<file path="src/rtl/pkt_framer_pkg.sv">
package pkt_framer_pkg;
  localparam int unsigned WORD_BITS = 16;
  localparam int unsigned BODY_WORDS = 10;
  localparam logic [WORD_BITS-1:0] MARK_WORD = 16'hA5A5;
  localparam logic [WORD_BITS-1:0] POLY_DEF = 16'h1021;
  localparam logic [WORD_BITS-1:0] SEED_DEF = 16'hFFFF;

  typedef enum logic [1:0] {
    PF_IDLE = 2'd0,
    PF_FILL = 2'd1,
    PF_SEND = 2'd2
  } pf_state_t;
endpackage

</file>
<file path="src/rtl/pf_crc_acc.sv">
module pf_crc_acc #(
  parameter int unsigned WORD_W = 16,
  parameter logic [WORD_W-1:0] POLY = 16'h1021,
  parameter logic [WORD_W-1:0] SEED = 16'hFFFF
) (
  input  logic              clk,
  input  logic              rst_n,
  input  logic              clear,
  input  logic              en,
  input  logic [WORD_W-1:0] data,
  output logic [WORD_W-1:0] crc
);
  logic [WORD_W-1:0] nxt;

  // One whole word per clock, most significant bit shifted in first
  always_comb begin
    logic fb;
    nxt = crc;
    for (int i = WORD_W - 1; i >= 0; i--) begin
      fb  = nxt[WORD_W-1] ^ data[i];
      nxt = {nxt[WORD_W-2:0], 1'b0};
      if (fb) nxt = nxt ^ POLY;
    end
  end

  always_ff @(posedge clk or negedge rst_n) begin
    if (!rst_n)     crc <= SEED;
    else if (clear) crc <= SEED;
    else if (en)    crc <= nxt;
  end
endmodule

</file>
<file path="src/rtl/pf_payload_buf.sv">
module pf_payload_buf #(
  parameter int unsigned WORD_W = 16,
  parameter int unsigned DEPTH  = 10,
  parameter int unsigned IDX_W  = 4
) (
  input  logic              clk,
  input  logic              rst_n,
  input  logic              wr_en,
  input  logic [IDX_W-1:0]  wr_idx,
  input  logic [WORD_W-1:0] wr_data,
  input  logic [IDX_W-1:0]  rd_idx,
  output logic [WORD_W-1:0] rd_data
);
  logic [WORD_W-1:0] slot [DEPTH];

  for (genvar g = 0; g < DEPTH; g++) begin : g_slot
    always_ff @(posedge clk or negedge rst_n) begin
      if (!rst_n)                                  slot[g] <= '0;
      else if (wr_en && wr_idx == IDX_W'(g))       slot[g] <= wr_data;
    end
  end

  always_comb begin
    rd_data = '0;
    for (int i = 0; i < DEPTH; i++)
      if (rd_idx == IDX_W'(i)) rd_data = slot[i];
  end

  // a write never lands outside the holding store
  assert_wr_in_range_R2: assert property (@(posedge clk) disable iff (!rst_n)
    wr_en |-> (wr_idx < IDX_W'(DEPTH)));
endmodule

</file>
<file path="src/rtl/pf_ctrl.sv">
module pf_ctrl
  import pkt_framer_pkg::*;
#(
  parameter int unsigned PAY_WORDS = 10,
  parameter int unsigned IDX_W     = 4
) (
  input  logic             clk,
  input  logic             rst_n,
  input  logic             start,
  input  logic             in_valid,
  input  logic             out_ready,
  output logic             in_ready,
  output logic             out_valid,
  output logic             out_sop,
  output logic             out_eop,
  output logic             wr_en,
  output logic [IDX_W-1:0] wr_idx,
  output logic             crc_clear,
  output logic             crc_en,
  output logic [IDX_W-1:0] tx_idx
);
  localparam logic [IDX_W-1:0] FILL_LAST = IDX_W'(PAY_WORDS - 1);
  localparam logic [IDX_W-1:0] PKT_LAST  = IDX_W'(PAY_WORDS + 1);

  pf_state_t state;
  logic [IDX_W-1:0] fill_cnt, tx_cnt;
  logic take, emit;

  assign in_ready  = (state == PF_FILL);
  assign out_valid = (state == PF_SEND);
  assign take      = in_valid && in_ready;
  assign emit      = out_valid && out_ready;
  assign out_sop   = out_valid && (tx_cnt == '0);
  assign out_eop   = out_valid && (tx_cnt == PKT_LAST);
  assign wr_en     = take;
  assign wr_idx    = fill_cnt;
  assign crc_en    = take;
  assign crc_clear = (state == PF_IDLE) && start;
  assign tx_idx    = tx_cnt;

  always_ff @(posedge clk or negedge rst_n) begin
    if (!rst_n) begin
      state    <= PF_IDLE;
      fill_cnt <= '0;
      tx_cnt   <= '0;
    end else begin
      unique case (state)
        PF_IDLE: if (start) begin
          state    <= PF_FILL;
          fill_cnt <= '0;
        end
        PF_FILL: if (take) begin
          if (fill_cnt == FILL_LAST) begin
            state  <= PF_SEND;
            tx_cnt <= '0;
          end else begin
            fill_cnt <= fill_cnt + 1'b1;
          end
        end
        PF_SEND: if (emit) begin
          if (tx_cnt == PKT_LAST) state <= PF_IDLE;
          else                    tx_cnt <= tx_cnt + 1'b1;
        end
        default: state <= PF_IDLE;
      endcase
    end
  end

  // input side closed whenever the output side is busy
  assert_no_overlap_R7: assert property (@(posedge clk) disable iff (!rst_n)
    !(in_ready && out_valid));
  // the tenth accepted word opens the output with the start marker
  assert_fill_to_send_R3: assert property (@(posedge clk) disable iff (!rst_n)
    (take && fill_cnt == FILL_LAST) |=> (out_valid && out_sop && !in_ready));
  // after the final word leaves, the framer is idle
  assert_eop_ends_R5: assert property (@(posedge clk) disable iff (!rst_n)
    (emit && out_eop) |=> (!out_valid && !in_ready));
endmodule

</file>
<file path="src/rtl/pkt_framer.sv">
module pkt_framer
  import pkt_framer_pkg::*;
#(
  parameter int unsigned WORD_W    = WORD_BITS,
  parameter int unsigned PAY_WORDS = BODY_WORDS,
  parameter logic [WORD_W-1:0] PREAMBLE = MARK_WORD,
  parameter logic [WORD_W-1:0] CRC_POLY = POLY_DEF,
  parameter logic [WORD_W-1:0] CRC_SEED = SEED_DEF
) (
  input  logic              clk,
  input  logic              rst_n,
  input  logic              start,
  input  logic              in_valid,
  input  logic [WORD_W-1:0] in_data,
  output logic              in_ready,
  output logic              out_valid,
  output logic [WORD_W-1:0] out_data,
  output logic              out_sop,
  output logic              out_eop,
  input  logic              out_ready
);
  localparam int unsigned PKT_WORDS = PAY_WORDS + 2;
  localparam int unsigned IDX_W     = $clog2(PKT_WORDS);

  logic              wr_en, crc_clear, crc_en;
  logic [IDX_W-1:0]  wr_idx, tx_idx, rd_idx;
  logic [WORD_W-1:0] rd_data, crc_val;

  pf_ctrl #(.PAY_WORDS(PAY_WORDS), .IDX_W(IDX_W)) u_ctrl (
    .clk(clk), .rst_n(rst_n), .start(start), .in_valid(in_valid),
    .out_ready(out_ready), .in_ready(in_ready), .out_valid(out_valid),
    .out_sop(out_sop), .out_eop(out_eop), .wr_en(wr_en), .wr_idx(wr_idx),
    .crc_clear(crc_clear), .crc_en(crc_en), .tx_idx(tx_idx)
  );

  pf_crc_acc #(.WORD_W(WORD_W), .POLY(CRC_POLY), .SEED(CRC_SEED)) u_crc (
    .clk(clk), .rst_n(rst_n), .clear(crc_clear), .en(crc_en),
    .data(in_data), .crc(crc_val)
  );

  pf_payload_buf #(.WORD_W(WORD_W), .DEPTH(PAY_WORDS), .IDX_W(IDX_W)) u_buf (
    .clk(clk), .rst_n(rst_n), .wr_en(wr_en), .wr_idx(wr_idx),
    .wr_data(in_data), .rd_idx(rd_idx), .rd_data(rd_data)
  );

  // Payload slots start at packet word index 2
  assign rd_idx = tx_idx - IDX_W'(2);

  always_comb begin
    if (tx_idx == '0)               out_data = PREAMBLE;
    else if (tx_idx == IDX_W'(1))   out_data = crc_val;
    else                            out_data = rd_data;
  end

  // a stalled output word and its markers are held
  assert_hold_stall_R6: assert property (@(posedge clk) disable iff (!rst_n)
    (out_valid && !out_ready) |=>
      (out_valid && $stable(out_data) && $stable(out_sop) && $stable(out_eop)));
  // the start marker always rides on the fixed marker word
  assert_sop_word_R3: assert property (@(posedge clk) disable iff (!rst_n)
    (out_valid && out_sop) |-> (out_data == PREAMBLE && !out_eop));
endmodule

</file>
<file path="config.mk">
export PLATFORM = sky130hd
export DESIGN_NAME = pkt_framer
export DESIGN_NICKNAME = d
export VERILOG_FILES = /design/src/rtl/pkt_framer_pkg.sv /design/src/rtl/pf_crc_acc.sv /design/src/rtl/pf_payload_buf.sv /design/src/rtl/pf_ctrl.sv /design/src/rtl/pkt_framer.sv
export SDC_FILE = /design/constraint.sdc
export NUM_CORES = 1
export LEC_CHECK = 0
export BUFFER_PORTS_ARGS = -buffer_cell sky130_fd_sc_hd__buf_4
export CAP_MARGIN = 20
export CORE_ASPECT_RATIO = 0.9
export CORE_MARGIN = 3
export CORE_UTILIZATION = 62
export DETAILED_ROUTE_END_ITERATION = 8
export GPL_TIMING_DRIVEN = 0
export PLACE_DENSITY = 0.9
export SETUP_SLACK_MARGIN = 0.15
export SLEW_MARGIN = 20
export SYNTH_ARGS = -nofsm -noshare
export SYNTH_HDL_FRONTEND = slang
export SYNTH_HIERARCHICAL = 1
export SYNTH_SLANG_ARGS = --single-unit
</file>
<file path="constraint.sdc">
create_clock -name clk -period 3.2 [get_ports clk]
set_clock_uncertainty 0.05 [all_clocks]
set_input_delay 0.64 -clock clk [delete_from_list [all_inputs] [get_ports clk]]
set_output_delay 0.64 -clock clk [all_outputs]
set_load 0.005 [all_outputs]
</file>
==> flow_summary_export.csv <==
group,metric,value,unit
run_status,outcome,"finished with violations",
run_status,violations,"negative setup slack",
power,p_sw_frac,0.4032,
drt,drt-pass1-iter-count,6,
power,leakagePower,0.005533,uW
global_routing,grt-ovfl-total,0,
cts,clk_pin_slew,0.07,ns
layout,finish.instance_area,12000,um^2
drt,antenna_left,0,
drt,drt-vias-per-instance,6.891,
layout,area_growth,19.84,%
floorplanning,start_util,0.6417,
critical_path,critPathArrivalTime,2.96,ns
yosys,seq_area_frac_synth,0.4669,
power,peakVddDrop,0.8057,mV
sta,min_period,3.647,ns
cts,clockBufferDepth,2,
layout,utilization,0.7690,
yosys,synth_adder_area_share,0.006248,
layout,n_fill_cell,870,
global_routing,grt_pass1_vias,8213,
global_routing,antenna_found_initial,0,
global_routing,use_met1,0.4322,
placement,dp_hpwl,17.79,mm
yosys,yosys.area_share.simple,0.07623,
sta,max_freq,274.2,MHz
global_routing,grt_max_degree,102,
critical_path,endpoint_kind,"primary output",
layout,fin_nets,972,
cts,clkLatencyLatePin,0.43,ns
power,p_int,8676,uW
yosys,synth_top_area_share,0.4249,
placement,placed_area,10600,um^2
global_routing,grt_use_met2,0.5380,
yosys,ys_async_sr_fraction,1.000,
sta,finalSetupViolCount,16,
placement,port_buffers,40,
global_routing,gr-usage-all-layers,0.3302,
power,p_per_area,1212,nW/um^2
critical_path,cp_max_fo,9,
power,power_switching,5861,uW
floorplanning,core-area,15600,um^2
critical_path,start_kind,"flop",
worst_hold_path,hold_path.class,"primary input to async pin",
global_routing,met3_usage,0.06634,
yosys,syn_avg_cell_area,11.60,um^2
yosys,ys_seq_elements,186,
yosys,synth_top_family_by_area,"multiplexers",
global_routing,grt_pass1_wl,45.66,mm
sta,worst_pin_slew,0.7139,ns
cts,cts.sinks,186,
layout,final_cell_mix,"dfrtp_1, mux2_2, buf_4",
power,pwr-share-seq,0.285,
sta,finalCritPeriodShare,1.140,
cts,cts_made_buffers,17,
yosys,synth_area_leaders,"dfrtp_1, mux2_2, dfstp_2",
yosys,synth-edff-count,0,
floorplanning,design.die.area,17710,um^2
drt,vias,8001,
sta,hold_viol_final,0,
drt,wl_per_cell,25.48,um
sta,setup_slack,-0.4470,ns
layout,final_common_cell,"dfrtp_1",
cts,htree_levels,4,
yosys,synth-main-ff-cell,"dfrtp_1",
yosys,yosys_warnings,6,
yosys,yosysUniqueCellTypes,68,
floorplanning,rows,43,
critical_path,cp.required,2.51,ns
layout,antenna_cells,0,
global_routing,top_usage_layer,"met2",
cts,cts_root_buf,"clkbuf_16",
sta,finalMaxSlewViolations,0,
drt,drt_wl_total,29.58,mm
run,drv_cap,0,
floorplanning,die_width,140.0,um
sta,slew_headroom,0.5225,
drt,drc,0,
cts,cts_tree,"built",
layout,drive_gt1_frac,0.4192,
floorplanning,io-pin-count,41,
yosys,muxShareOfSynthArea,0.2297,
yosys,synth_cells,863,
placement,place.gp.congestion,0.9026,
yosys,syn_nets,889,
power,comb_power_share,0.566,
yosys,synth_area,10010,um^2
floorplanning,fp.dieH,126.6,um
drt,dr.first_iter.drc_count,1133,
critical_path,critical_path_class,"flop to primary output",
power,clkPwrFrac,0.149,
yosys,synthXorXnorAreaFrac,0.05599,
sta,rsz0062_at_grt,"yes",
yosys,synth_compound_area_frac,0.1161,
yosys,synth.largest_area_cell,"dfrtp_1",
-- layer usage --
| metal | vias up | wire [um] |
|---|---|---|
| met1 | 4044 | 11360 |
| met3 | 138 | 2546 |
| met4 | 0 | 1343 |
| li1 | 3263 | - |
| met2 | 556 | 14330 |
| met5 | - | 0 |
-- synth_stat cells (all sizes together) (5+ instances only) --
| master | n |
|---|---|
| a211o | 7 |
| a21oi | 30 |
| a221oi | 15 |
| a22oi | 11 |
| a32o | 5 |
| and3 | 5 |
| buf | 47 |
| clkbuf | 26 |
| dfrtp | 170 |
| dfstp | 16 |
| ha | 5 |
| inv | 37 |
| mux2 | 168 |
| mux2i | 37 |
| nand2 | 36 |
| nand2b | 14 |
| nand3b | 21 |
| nor2 | 25 |
| nor2b | 6 |
| nor3 | 8 |
| o21ai | 54 |
| o22a | 11 |
| o22ai | 13 |
| o31ai | 8 |
| xnor2 | 26 |
| xor2 | 13 |
-- state kept, by name, summed over array words and instances (netlist names) --
name           cells
u_ctrl/tx_idx      4
u_crc/crc         16
u_ctrl/wr_idx      4
u_ctrl/state       2
u_buf/slot       160
-- kinds of logic (layout without fill, tap and decap cells) --
| family | count (synthesis) | after routing |
|---|---|---|
| muxes | 205 | 205 |
| xor gates and xnor gates | 45 | 45 |
| AOI/OAI and AO/OA | 175 | 175 |
| adders and majority gates | 5 | 5 |
| buffers and inverters | 111 | 207 |
| and+or+nand+nor | 136 | 136 |
| DFF | 186 | 186 |
-- power groups by stage --
stage | clock network [uW] | registers (uW) | logic, uW
2_1_floorplan | 0 | 3870 | 4870
3_3_place_gp | 0 | 4000 | 6260
3_5_place_dp | 0 | 4070 | 6480
4_1_cts | 2180 | 4060 | 7430
5_1_grt | 2300 | 4230 | 8580
6_report | 2170 | 4150 | 8220
-- final timing paths --
path | from | endpoint | slack [ns] | cells after the start
min in group clk | in_valid | u_ctrl/state[0] | 0.39 | 2
worst max register to register | u_ctrl/state[1] | u_buf/slot[56] | 0.29 | 8
max in group asynchronous | rst_n | u_buf/slot[99] | 2.02 | 2
worst min register to register | u_buf/slot[117] | u_buf/slot[117] | 0.46 | 1
worst min-delay path | rst_n | u_buf/slot[9] | 0.15 | 1
worst max-delay path | u_ctrl/tx_idx[1] | out_data[13] | -0.45 | 12
-- worst max-delay path, cell delays in order (launching register included) --
cell	delay, ns
dfrtp_1	0.39
buf_6	0.13
inv_6	0.04
ha_4	0.27
inv_4	0.04
buf_12	0.13
buf_8	0.14
clkinvlp_4	0.18
o22ai_1	0.10
o21a_1	0.20
o41ai_2	0.50
mux2_4	0.30
buf_6	0.10
-- final cells by class --
cell class,count,area (um^2),share of cell area
Buffer,73,524.3,0.04369
Sequential cell,186,4677,0.3898
Tap cell,202,252.7,0.02106
Multi-Input combinational cell,566,5226,0.4356
Inverter,38,156.4,0.01303
Clock inverter,11,145.1,0.01210
Clock buffer,21,460.4,0.03837
Timing Repair Buffer,64,556.8,0.04640
-- repair_timing --
item / 4_1_cts / 5_1_grt
gates cloned: 2 / 0
buffers inserted: 14 / 7
hold endpoints to repair: 0 / 0
hold buffers: 0 / 0
pin swaps: 17 / 23
setup endpoints to repair: 16 / 21
resized for setup: 128 / 41
-- metrics by stage --
stage / instances / hold slack [ns] / setup slack, ns / TNS, ns / power, uW
floorplan: 863 / 0.2944 / 0.2400 / 0 / 8734
global placement: 1105 / 0.4337 / -0.6098 / -7.776 / 10260
detailed placement: 1106 / 0.4400 / -0.6527 / -8.413 / 10560
CTS: 1154 / 0.1702 / -0.2760 / -3.203 / 13670
global route: 1161 / 0.1671 / -0.4409 / -5.133 / 15110
finish: 1161 / 0.1472 / -0.4470 / -3.796 / 14540
No activity file was read; power rests on OpenSTA's default activity.
